--- config.mk ---
export PLATFORM = sky130hd
export DESIGN_NAME = wsel_unit
export DESIGN_NICKNAME = d
export VERILOG_FILES = /design/src/rtl/wsel_pkg.sv /design/src/rtl/wsel_slot.sv /design/src/rtl/wsel_rdmux.sv /design/src/rtl/wsel_unit.sv
export SDC_FILE = /design/constraint.sdc
export NUM_CORES = 1
export LEC_CHECK = 0
export BUFFER_PORTS_ARGS = -buffer_cell sky130_fd_sc_hd__buf_2
export CORE_MARGIN = 5
export CORE_UTILIZATION = 40
export CTS_CLUSTER_SIZE = 28
export DETAILED_ROUTE_END_ITERATION = 8
export PLACE_DENSITY = 0.65
export SYNTH_ARGS = -nofsm -noshare
export SYNTH_HDL_FRONTEND = slang
export SYNTH_SLANG_ARGS = --single-unit
export TNS_END_PERCENT = 50
--- constraint.sdc ---
create_clock -name clk -period 1.3 [get_ports clk]
set_input_delay 0 -clock clk [delete_from_list [all_inputs] [get_ports clk]]
set_output_delay 0 -clock clk [all_outputs]
set_load 0.03 [all_outputs]
--- src/rtl/wsel_pkg.sv ---
package wsel_pkg;
  typedef enum logic [1:0] {
    CMB_REPL = 2'd0,
    CMB_AND  = 2'd1,
    CMB_OR   = 2'd2,
    CMB_REP2 = 2'd3
  } cmb_op_e;

  typedef enum logic [1:0] {
    SH_UP = 2'd0,
    SH_DN = 2'd1,
    SH_F0 = 2'd2,
    SH_F1 = 2'd3
  } sh_op_e;

  typedef enum logic [1:0] {
    SRC_P  = 2'd0,
    SRC_S  = 2'd1,
    SRC_Z0 = 2'd2,
    SRC_Z1 = 2'd3
  } src_e;

  localparam int NUM_SEL = 2;
endpackage

--- src/rtl/wsel_slot.sv ---
module wsel_slot
  import wsel_pkg::*;
#(
  parameter int NWORDS = 16
) (
  input  logic              clk,
  input  logic              rst,
  input  logic              ld_hit,
  input  logic [1:0]        ld_op,
  input  logic [NWORDS-1:0] mvec,
  input  logic              sh_hit,
  input  logic [1:0]        sh_op,
  output logic [NWORDS-1:0] q
);
  logic [NWORDS-1:0] nxt;
  logic [NWORDS-1:0] rot_up;
  logic [NWORDS-1:0] rot_dn;

  generate
    if (NWORDS > 1) begin : g_rot
      assign rot_up = {q[0], q[NWORDS-1:1]};
      assign rot_dn = {q[NWORDS-2:0], q[NWORDS-1]};
    end else begin : g_one
      assign rot_up = q;
      assign rot_dn = q;
    end
  endgenerate

  always_comb begin
    nxt = q;
    if (ld_hit) begin
      case (ld_op)
        CMB_AND: nxt = q & mvec;
        CMB_OR:  nxt = q | mvec;
        default: nxt = mvec;
      endcase
    end else if (sh_hit) begin
      case (sh_op)
        SH_UP:   nxt = rot_up;
        SH_DN:   nxt = rot_dn;
        SH_F0:   nxt = '0;
        default: nxt = '1;
      endcase
    end
  end

  always_ff @(posedge clk) begin
    if (rst) q <= '0;
    else     q <= nxt;
  end
endmodule

--- src/rtl/wsel_rdmux.sv ---
module wsel_rdmux
  import wsel_pkg::*;
#(
  parameter int NWORDS = 16
) (
  input  logic [NWORDS-1:0] p_in,
  input  logic [NWORDS-1:0] s_in,
  input  logic [1:0]        rd_src,
  input  logic              rd_inv,
  output logic [NWORDS-1:0] word_sel,
  output logic              p_zero,
  output logic              s_zero
);
  logic [NWORDS-1:0] raw;

  always_comb begin
    case (rd_src)
      SRC_P:   raw = p_in;
      SRC_S:   raw = s_in;
      default: raw = '0;
    endcase
    word_sel = rd_inv ? ~raw : raw;
  end

  assign p_zero = ~|p_in;
  assign s_zero = ~|s_in;
endmodule

--- src/rtl/wsel_unit.sv ---
module wsel_unit
  import wsel_pkg::*;
#(
  parameter int NWORDS = 16
) (
  input  logic              clk,
  input  logic              rst,
  input  logic              ld_en,
  input  logic              ld_tgt,
  input  logic [1:0]        ld_op,
  input  logic              ld_inv,
  input  logic [NWORDS-1:0] mism,
  input  logic              sh_en,
  input  logic              sh_tgt,
  input  logic [1:0]        sh_op,
  input  logic [1:0]        rd_src,
  input  logic              rd_inv,
  output logic [NWORDS-1:0] word_sel,
  output logic [NWORDS-1:0] p_vec,
  output logic [NWORDS-1:0] s_vec,
  output logic              p_zero,
  output logic              s_zero
);
  logic [NWORDS-1:0] mvec;
  logic [NWORDS-1:0] sel_q [NUM_SEL];

  assign mvec = ld_inv ? ~mism : mism;

  generate
    for (genvar g = 0; g < NUM_SEL; g++) begin : g_sel
      wsel_slot #(.NWORDS(NWORDS)) slot_i (
        .clk    (clk),
        .rst    (rst),
        .ld_hit (ld_en && (ld_tgt == 1'(g))),
        .ld_op  (ld_op),
        .mvec   (mvec),
        .sh_hit (sh_en && (sh_tgt == 1'(g))),
        .sh_op  (sh_op),
        .q      (sel_q[g])
      );
    end
  endgenerate

  assign p_vec = sel_q[0];
  assign s_vec = sel_q[1];

  wsel_rdmux #(.NWORDS(NWORDS)) rdmux_i (
    .p_in     (sel_q[0]),
    .s_in     (sel_q[1]),
    .rd_src   (rd_src),
    .rd_inv   (rd_inv),
    .word_sel (word_sel),
    .p_zero   (p_zero),
    .s_zero   (s_zero)
  );
endmodule

==> out/metrics.yaml, run 1 <==
outcome: "finished, violations left"
failed_checks: "setup timing"
grt_pass1_vias: 3246
cts_tree: "built"
relSlewSlack_pct: 67.2
stdcell_count: 568
setup_viol: 2
cp.required_ns: 1.30
hold_path.class: "input port to register"
port_buffers: 79
drive_gt1_share_pct: 39.0
ys_top_cells_by_count: "a211oi_1 (62), nor2_1 (34), o21ai_0 (34)"
worstMarginPinSlew_ns: 0.493
synth_top_area_share_pct: 23.0
syn_nets: 411
ant_nets: 0
synth_edf_count: 0
die_w_um: 93.4
clock_path_buffers: 2
crit_path_max_fanout: 4
setup_ws_ns: -0.0890
dieArea_um2: 8730
crit_slowest_cell: "dfxtp_4"
syn-mean-instance-area_um2: 7.35
grt_pass1_wl_um: 17300
grt_util_all_layers_pct: 25.3
cts_max_level: 2
yosysMostFrequentCell: "a211oi_1"
yosysTopAreaCell: "dfxtp_1"
synth_cells: 379
max_freq_mhz: 720
final_util_pct: 57.6
cp-end-kind: "primary output"
drc: 0
ioPinCount: 80
gr-total-overflow: 0
ys_types: 31
syn_area_um2: 2780
cap_violations: 0
ys.flop_type: "dfxtp_1"
finalCritPeriodShare_pct: 107
holdBufCountCts: 0
grt_antenna_before_repair: 0
final-hold-violation-count: 0
clkTransAtPathRegs_ns: 0.08
vias: 3387
grt_max_degree: 32
p_leak_nw: 1.59
crit_chain: "nor4_4, and4_4, buf_6"
rows: 30
core_region_area_um2: 6790
num_antenna_cells: 0
start_util_pct: 41.0
wl_per_cell_um: 18.9
die_h_um: 93.4
largest_reg_flops: 32
reg_top3: "g_sel.slot_i.q x32"
dr.pass1.iters: 7
synth-seq-cells: 32
slew_viol_final: 0
place_ws_ns: -0.0869
numClockSinks: 32
grt_setup_unrepaired: "true"
final.setup_skew_ns: 0.00894
regMostFlops: "g_sel.slot_i.q"
ys_seq_area_share_pct: 23.0
ir_worst_vdd_v: 0.000491
num-fill-cells: 651
start_kind: "register"
async_flop_share_pct: 0
synthAdderAreaFrac_pct: 0.899
dp_hpwl_um: 7310
numCtsBuffers: 5
powerDensity_nw_per_um2: 907
synthSimpleGateAreaFrac_pct: 13.1
viasPerCell: 5.96
synth_compound_area_share_pct: 40.3
synth_top_family_by_area: "compound AO/OA/AOI/OAI gates"
crit_arrival_ns: 1.39
fin_nets: 503
period_needed_ns: 1.39
crit_type: "register to primary output"
drt_iter0_drc: 238
power_mw: 3.55
syn2layout_area_growth_pct: 40.6
placedCellCount: 546
post_synth_main_area_contributors: "dfxtp_1 (23%), a211oi_1 (17%), a21o_1 (8.1%)"
gp_congestion: 0.950
synthMuxAreaShare_pct: 5.75
whs_ns: 0.114
cts_root_buf: "clkbuf_8"
routed_wl_um: 10700
clk-insertion-delay-late_ns: 0.30
yosysWarningCount: 0
synth_xor_area_share_pct: 10.1
max_stage_delay_ns: 0.37
==> timing repair <==
action / in CTS / in global routing
setup endpoints to repair: 18 / 19
cloned: 0 / 0
pin swaps: 11 / 12
resized for setup: 65 / 42
buffers inserted: 5 / 9
==> cell families after synthesis <==
kind of cell | Yosys count
multiplexers | 16
flip-flops | 32
AND/OR/NAND/NOR | 84
XOR/XNOR | 32
AO/OA/AOI/OAI | 174
adder cells (fa/ha/maj) | 2
buffers and inverters | 39
==> worst paths after layout <==
kind,start,end,slack [ns],cells after the start
max,g_sel[0].slot_i.q[6]$_SDFFE_PP0P_,p_zero,-0.09,3
min,rst,g_sel[0].slot_i.q[4]$_SDFFE_PP0P_,0.11,2
max reg2reg,g_sel[0].slot_i.q[14]$_SDFFE_PP0P_,g_sel[0].slot_i.q[15]$_SDFFE_PP0P_,0.09,4
min reg2reg,g_sel[0].slot_i.q[15]$_SDFFE_PP0P_,g_sel[0].slot_i.q[15]$_SDFFE_PP0P_,0.57,2
==> metal layers <==
layer	global-route usage (%)	routed length (µm)	up-vias
met5	0	0	-
met2	39.4	5040	185
met1	33.9	4460	1592
li1	-	-	1581
met3	6.03	987	29
met4	8.91	242	0
==> power by group <==
group | leakage [nW] | total, mW | internal, mW | switching [mW]
combinational | 1.25 | 1.47 | 0.592 | 0.881
clock | 0.0510 | 0.845 | 0.423 | 0.422
sequential | 0.284 | 1.23 | 1.06 | 0.176
total | 1.59 | 3.55 | 2.07 | 1.48
==> cells in the final DEF (no fill, tap or decap), types with 2 or more instances in the layout <==
| master | synthesis | layout |
|---|---|---|
| nor2_2 | 1 | 5 |
| buf_12 | 1 | 5 |
| mux2i_1 | 16 | 16 |
| nor4_4 | 0 | 3 |
| inv_1 | 3 | 3 |
| o21a_1 | 2 | 2 |
| o21ai_1 | 11 | 11 |
| buf_2 | 12 | 61 |
| xor2_1 | 16 | 9 |
| dfxtp_2 | 0 | 3 |
| clkbuf_4 | 0 | 2 |
| xnor2_1 | 16 | 16 |
| buf_4 | 1 | 47 |
| dfxtp_4 | 0 | 29 |
| a211oi_1 | 62 | 62 |
| xor2_2 | 0 | 7 |
| a21oi_1 | 31 | 31 |
| nor4_2 | 0 | 5 |
| ha_1 | 2 | 2 |
| clkinv_2 | 0 | 2 |
| clkbuf_8 | 0 | 6 |
| nor2_1 | 34 | 30 |
| buf_6 | 1 | 6 |
| a2111oi_1 | 1 | 3 |
| a21o_1 | 30 | 30 |
| nand2b_1 | 2 | 2 |
| nand2_1 | 33 | 33 |
| o21ai_0 | 34 | 34 |
==> metrics by stage <==
step | instance area (µm²) | setup TNS (ns)
detailed placement | 3450 | -0.736
global placement | 3450 | -0.303
finish | 3920 | -0.162
floorplan | 2840 | -0.104
CTS | 3730 | -0.198
global route | 3920 | -0.754
==> worst max-delay path, delay by kind of cell (launching register included) <==
family | cells | cell delay [ns]
buffers and inverters | 1 | 0.13
DFF | 1 | 0.37
and+or+nand+nor | 2 | 0.59
==> cell type report <==
type	count	area, µm²	share of cell area, %
Multi-Input combinational cell	308	2100	53.6
Timing Repair Buffer	121	841	21.5
Sequential cell	32	753	19.2
Tap cell	96	120	3.07
Clock buffer	6	82.6	2.11
Inverter	3	11.3	0.288
Clock inverter	2	10.0	0.256
Note: power is estimated with default switching activity, not from simulation.
==> run 2, diff against run 1 <==
--- a/config.mk
+++ b/config.mk
@@ -5,12 +5,12 @@
 export SDC_FILE = /design/constraint.sdc
 export NUM_CORES = 1
 export LEC_CHECK = 0
-export BUFFER_PORTS_ARGS = -buffer_cell sky130_fd_sc_hd__buf_2
 export CORE_MARGIN = 5
 export CORE_UTILIZATION = 40
 export CTS_CLUSTER_SIZE = 28
 export DETAILED_ROUTE_END_ITERATION = 8
-export PLACE_DENSITY = 0.65
+export DONT_BUFFER_PORTS = 1
+export PLACE_DENSITY = 0.54
 export SYNTH_ARGS = -nofsm -noshare
 export SYNTH_HDL_FRONTEND = slang
 export SYNTH_SLANG_ARGS = --single-unit
==> run 2 against run 1 <==
Net effect:
- the flow finishes with violations (hold timing, setup timing)
- total power grew 1.5%
- combinational power shrank 6%
- first-iteration DRC count grew 44%
- cell area shrank 4.4%
- non-clock buffer count shrank 37
- fmax shrank 1.5%
- global-route usage shrank 0.96 points
- clock skew shrank 0.0028 ns
- final cell count shrank 6.5%
- critical path type unchanged
==> out/metrics.yaml, run 2 (synthesis gave the netlist of run 1 again) <==
outcome: "finished, violations left"
failed_checks: "hold timing, setup timing"
dieArea_um2: 8730  # unchanged
p_clk_share_pct: 27.6  # +3.8 points
worstMarginPinSlew_ns: 0.438  # -0.0541 ns
p_seq_share_pct: 34.2  # -0.6 points
drive_gt1_share_pct: 31.5  # -7.5 points
cts_tree: "built"
cp-end-kind: "primary output"
clk-insertion-delay-late_ns: 0.29  # about the same
numClockSinks: 32  # unchanged
crit_family: "simple AND/OR/NAND/NOR gates"
final_common_cell: "buf_4"
regMostFlops: "g_sel.slot_i.q"
relSlewSlack_pct: 70.7  # +3.5 points
cts_max_level: 2  # unchanged
clock_path_buffers: 2  # unchanged
cts_root_buf: "clkbuf_8"
max_freq_mhz: 709  # -1.5%
cp.required_ns: 1.30  # about the same
max_stage_delay_ns: 0.35  # -0.02 ns
p_leak_nw: 1.42  # -11%
grt_max_degree: 34  # +6.3%
rows: 30  # unchanged
reg_top3: "g_sel.slot_i.q x32"
fin_setup_tns_ns: -0.367  # -0.205 ns
swShare_pct: 38.5  # -3.1 points
crit_arrival_ns: 1.41  # +0.02 ns
period_needed_ns: 1.41  # +0.0214 ns
whs_ns: -0.0326  # -0.147 ns
start_util_pct: 41.0  # unchanged
drc: 0  # unchanged
p_switching_mw: 1.39  # -6.1%
met3_usage_pct: 4.42  # -1.6 points
crit_buf_inv: 1  # unchanged
dp_hpwl_um: 7440  # +1.8%
gp_congestion: 0.880  # -7.4%
hold_path.class: "input port to register"
r2r_end: "g_sel[1].slot_i.q[13]$_SDFFE_PP0P_"
grt_use_met2_pct: 37.8  # -1.5 points
wl_per_cell_um: 20.5  # +8.5%
critical_path_depth: 3  # unchanged
combPwrFrac_pct: 38.1  # -3.4 points
start_kind: "register"
fin_nets: 466  # -7.4%
die_w_um: 93.4  # unchanged
grt_antenna_before_repair: 0  # unchanged
crit_path_max_fanout: 3  # -1
r2r_slack_ns: 0.09  # about the same
final_cell_mix: "buf_4 (71), a211oi_1 (61), o21ai_0 (34), nor2_1 (33), nand2_1 (33)"
viasPerCell: 6.07  # +1.8%
num_antenna_cells: 0  # unchanged
grt_setup_unrepaired: "true"
core_region_area_um2: 6790  # unchanged
dr.pass1.iters: 5  # -2
startpoint: "g_sel[0].slot_i.q[11]$_SDFFE_PP0P_"
final-hold-violation-count: 15  # +15
routed_wl_um: 10900  # +1.4%
cp-endpoint: "p_zero"
die_h_um: 93.4  # unchanged
crit_slowest_cell: "dfxtp_2"
place_ws_ns: -0.0482  # +0.0387 ns
setup_viol: 6  # +4
clkTransAtPathRegs_ns: 0.08  # about the same
final.setup_skew_ns: 0.00613  # -0.00281 ns
gr-total-overflow: 0  # unchanged
ioPinCount: 80  # unchanged
ant_nets: 0  # unchanged
port_buffers: 0  # -100%
p_int_mw: 2.22  # +7.0%
largest_reg_flops: 32  # unchanged
grt_util_all_layers_pct: 24.3  # -0.96 points
slew_viol_final: 0  # unchanged
drt_iter0_drc: 343  # +44%
setup_ws_ns: -0.110  # -0.0214 ns
r2r_cells: 5  # +1
ir_worst_vdd_v: 0.000429  # -13%
grt-busiest-layer: "met2"
vias: 3222  # -4.9%
crit_type: "register to primary output"
regToRegStartpoint: "g_sel[1].slot_i.q[14]$_SDFFE_PP0P_"
powerDensity_nw_per_um2: 964  # +6.2%
grt_pass1_wl_um: 16800  # -2.9%
numCtsBuffers: 5  # unchanged
crit_chain: "nor4_4, and4_1, buf_6"
grt_pass1_vias: 3023  # -6.9%
syn2layout_area_growth_pct: 34.4
finalCritPeriodShare_pct: 108  # +1.6 points
met1_usage_pct: 33.4  # -0.44 points
cap_violations: 0  # unchanged
-- run 2: timing repair --
item	4_1_cts	5_1_grt
buffers inserted	0	2
pin swaps	5	6
hold buffers	4	1
endpoints found under the setup margin	18	18
hold endpoints to repair	32	9
gates resized for setup	48	19
-- run 2: how the worst min path moves through the flow --
stage | startpoint | endpoint | slack (ns) | depth (start not counted)
finish | sh_op[0] | g_sel[0].slot_i.q[6]$_SDFFE_PP0P_ | -0.03 | 3
global route | sh_op[0] | g_sel[0].slot_i.q[5]$_SDFFE_PP0P_ | 0.003 | 3
CTS | sh_op[0] | g_sel[1].slot_i.q[8]$_SDFFE_PP0P_ | -0.04 | 3
detailed placement | rst | g_sel[0].slot_i.q[7]$_SDFFE_PP0P_ | 0.08 | 1
global placement | rst | g_sel[1].slot_i.q[10]$_SDFFE_PP0P_ | 0.08 | 1
floorplan | rst | g_sel[1].slot_i.q[15]$_SDFFE_PP0P_ | 0.08 | 1
-- run 2: per-layer routing --
layer | vias up | part of all wire [%]
met1 | 1542 | 43
met4 | 0 | 1.7
met3 | 17 | 8.4
li1 | 1496 | -
met2 | 167 | 47
met5 | - | 0
-- run 2: through the flow --
stage / cell area [µm²] / utilization (%) / power (mW) / instances
detailed placement: 3370 / 49.6 / 2.49 / 516
floorplan: 2840 / - / 2.09 / 379
CTS: 3650 / 53.7 / 3.56 / 528
global route: 3740 / 55.1 / 3.77 / 531
finish: 3740 / 55.1 / 3.61 / 531
global placement: 3370 / 49.6 / 2.48 / 516
-- run 2: cell type report --
type	instances	area (µm²)
Clock buffer	6	72.6
Clock inverter	2	35.0
Fill cell	659	3050
Inverter	3	11.3
Multi-Input combinational cell	308	2090
Sequential cell	32	709
Tap cell	96	120
Timing Repair Buffer	84	699
-- run 2: tightest hold or removal path, delay by kind of cell --
kind            cells  cell delay, ns
compound gates      3            0.21
-- run 2: power by group through the flow --
stage,Combinational [mW],Sequential [mW],Clock [mW]
after global routing,1.47,1.25,1.05
after CTS,1.33,1.23,0.994
after detailed placement,1.26,1.22,0
after floorplan,0.741,1.35,0
final,1.38,1.23,0.997
after global placement,1.25,1.23,0
==> run 3, diff against run 2 <==
--- a/config.mk
+++ b/config.mk
@@ -5,12 +5,14 @@
 export SDC_FILE = /design/constraint.sdc
 export NUM_CORES = 1
 export LEC_CHECK = 0
+export CELL_PAD_IN_SITES_DETAIL_PLACEMENT = 0
+export CELL_PAD_IN_SITES_GLOBAL_PLACEMENT = 1
 export CORE_MARGIN = 5
 export CORE_UTILIZATION = 40
 export CTS_CLUSTER_SIZE = 28
 export DETAILED_ROUTE_END_ITERATION = 8
 export DONT_BUFFER_PORTS = 1
-export PLACE_DENSITY = 0.54
+export PLACE_DENSITY = 0.73
 export SYNTH_ARGS = -nofsm -noshare
 export SYNTH_HDL_FRONTEND = slang
 export SYNTH_SLANG_ARGS = --single-unit
==> run 3 against run 2 <==
Net effect:
- the flow still finishes with violations (hold timing, setup timing)
- worst hold slack improved by 0.014 ns
- core utilization fell by 0.31 points
- setup slack improved by 0.058 ns
- via count fell by 0.71%
- critical path depth did not move
- critical endpoint unchanged
==> out/metrics.yaml, run 3 (synthesis gave the netlist of run 1 again) <==
gp_congestion: 0.821  # -6.6%
setup_ws_ns: -0.0524  # +0.0579 ns
grt_pass1_vias: 3048  # +0.83%
setup_viol: 6  # unchanged
fin_nets: 461  # -1.1%
dr.pass1.iters: 4  # -1
final_cell_mix: "buf_4 (63), a211oi_1 (62), o21ai_0 (34), nand2_1 (33)"
crit_family: "simple AND/OR/NAND/NOR gates"
port_buffers: 0  # unchanged
regToRegStartpoint: "g_sel[1].slot_i.q[14]$_SDFFE_PP0P_"
cp.required_ns: 1.30  # about the same
numCtsBuffers: 5  # unchanged
relSlewSlack_pct: 74.2  # +3.5 points
slew_viol_final: 0  # unchanged
die_h_um: 93.4  # unchanged
outcome: "finished, violations left"
numClockSinks: 32  # unchanged
crit_path_max_fanout: 3  # unchanged
clkTransAtPathRegs_ns: 0.07  # about the same
grt_util_all_layers_pct: 23.9  # -0.37 points
drive_gt1_share_pct: 30.7  # -0.80 points
crit_buf_inv: 1  # unchanged
reg_top3: "g_sel.slot_i.q x32"
grt_antenna_before_repair: 0  # unchanged
viasPerCell: 6.08  # +0.23%
dp_hpwl_um: 7210  # -3.1%
syn2layout_area_growth_pct: 33.7
drt_iter0_drc: 282  # -18%
r2r_slack_ns: 0.16  # +0.07 ns
whs_ns: -0.0184  # +0.0142 ns
finalCritPeriodShare_pct: 104  # -4.5 points
p_leak_nw: 1.39  # -1.9%
grt_pass1_wl_um: 16600  # -1.3%
clock_path_buffers: 2  # unchanged
startpoint: "g_sel[0].slot_i.q[11]$_SDFFE_PP0P_"
regMostFlops: "g_sel.slot_i.q"
ant_nets: 0  # unchanged
final.setup_skew_ns: 0.00527  # -0.000854 ns
placedCellCount: 508  # -1.6%
grt_setup_unrepaired: "true"
start_kind: "register"
core_region_area_um2: 6790  # unchanged
grt_max_degree: 34  # unchanged
cp-end-kind: "primary output"
vias: 3199  # -0.71%
cp-endpoint: "p_zero"
largest_reg_flops: 32  # unchanged
r2r_cells: 3  # -2
max_stage_delay_ns: 0.35  # about the same
wl_per_cell_um: 20.4  # -0.56%
clk-insertion-delay-late_ns: 0.29  # about the same
worstMarginPinSlew_ns: 0.377  # -0.0615 ns
rows: 30  # unchanged
power_mw: 3.41  # -5.4%
critical_path_depth: 3  # unchanged
cts_tree: "built"
cap_violations: 0  # unchanged
period_needed_ns: 1.35  # -0.0579 ns
routed_wl_um: 10700  # -1.5%
crit_arrival_ns: 1.35  # -0.06 ns
crit_type: "register to primary output"
max_freq_mhz: 739  # +4.3%
crit_slowest_cell: "dfxtp_2"
r2r_end: "g_sel[1].slot_i.q[15]$_SDFFE_PP0P_"
num-fill-cells: 664  # +0.76%
stdcell_count: 526  # -0.94%
placed_cell_area_um2: 3330  # -1.0%
failed_checks: "hold timing, setup timing"
die_w_um: 93.4  # unchanged
cts_root_buf: "clkbuf_8"
hold_path.class: "input port to register"
crit_chain: "nor4_2, and4_4, buf_6"
drc: 0  # unchanged
cts_max_level: 2  # unchanged
powerDensity_nw_per_um2: 917  # -4.8%
gr-total-overflow: 0  # unchanged
dieArea_um2: 8730  # unchanged
final-hold-violation-count: 16  # +1
ioPinCount: 80  # unchanged
ir_worst_vdd_v: 0.000562  # +31%
fin_area_um2: 3720  # -0.57%
num_antenna_cells: 0  # unchanged
final_common_cell: "buf_4"
start_util_pct: 41.0  # unchanged
-- run 3: cell count changes in the layout (fill, tap and decap cells not counted), moves of 2 or more --
cell / before / now
buf_4: 71 / 63
dfxtp_2: 19 / 11
dfxtp_4: 12 / 19
nor2_2: 1 / 4
nor4_2: 2 / 5
buf_12: 2 / 4
nor2_1: 33 / 31
nor4_1: 4 / 2
-- run 3: tightest hold or removal path: cells and delay by family --
| family | cells | cell delay, ns |
|---|---|---|
| AO/OA/AOI/OAI | 3 | 0.21 |
-- run 3: final cells by class --
cell class | count | area [µm²] | share of cell area, %
timing repair buffer | 79 | 693 | 18.6
clock buffer | 8 | 90.1 | 2.42
multi-input combinational | 308 | 2080 | 55.9
inverter | 3 | 11.3 | 0.303
sequential | 32 | 726 | 19.5
tap | 96 | 120 | 3.23
-- run 3: worst min-delay path by stage --
stage,startpoint,to,cells after the start
after floorplan,rst,g_sel[1].slot_i.q[15]$_SDFFE_PP0P_,1
after global placement,rst,g_sel[0].slot_i.q[10]$_SDFFE_PP0P_,1
after detailed placement,rst,g_sel[0].slot_i.q[10]$_SDFFE_PP0P_,1
after CTS,sh_op[0],g_sel[0].slot_i.q[13]$_SDFFE_PP0P_,3
after global routing,sh_op[0],g_sel[1].slot_i.q[12]$_SDFFE_PP0P_,3
final,sh_op[0],g_sel[0].slot_i.q[4]$_SDFFE_PP0P_,3
-- run 3: through the flow --
stage | utilization, % | setup slack, ns | TNS, ns
2_1_floorplan | - | -0.0124 | -0.104
3_3_place_gp | 49.1 | 0.0595 | 0
3_5_place_dp | 49.1 | 0.0280 | 0
4_1_cts | 52.7 | -0.0840 | -0.374
5_1_grt | 54.8 | -0.0912 | -0.731
6_report | 54.8 | -0.0524 | -0.179
-- run 3: power breakdown --
| group | total [mW] | switching [mW] | internal, mW |
|---|---|---|---|
| Clock | 0.825 | 0.392 | 0.432 |
| Combinational | 1.36 | 0.785 | 0.574 |
| Sequential | 1.23 | 0.164 | 1.07 |
| Total | 3.41 | 1.34 | 2.07 |
-- run 3: layer usage --
layer / global-route usage (%) / vias to the layer above / part of all wire [%]
met3: 4.26 / 15 / 8.0
met5: 0 / - / 0
met1: 33.3 / 1528 / 44
met4: 6.11 / 0 / 1.2
met2: 38.1 / 161 / 47
li1: - / 1495 / -
-- run 3: what timing repair did --
item	4_1_cts	5_1_grt
pin swaps	8	8
hold endpoints to repair	32	6
setup buffers	1	3
resized for setup	45	28
hold buffers	4	2
endpoints found under the setup margin	18	18
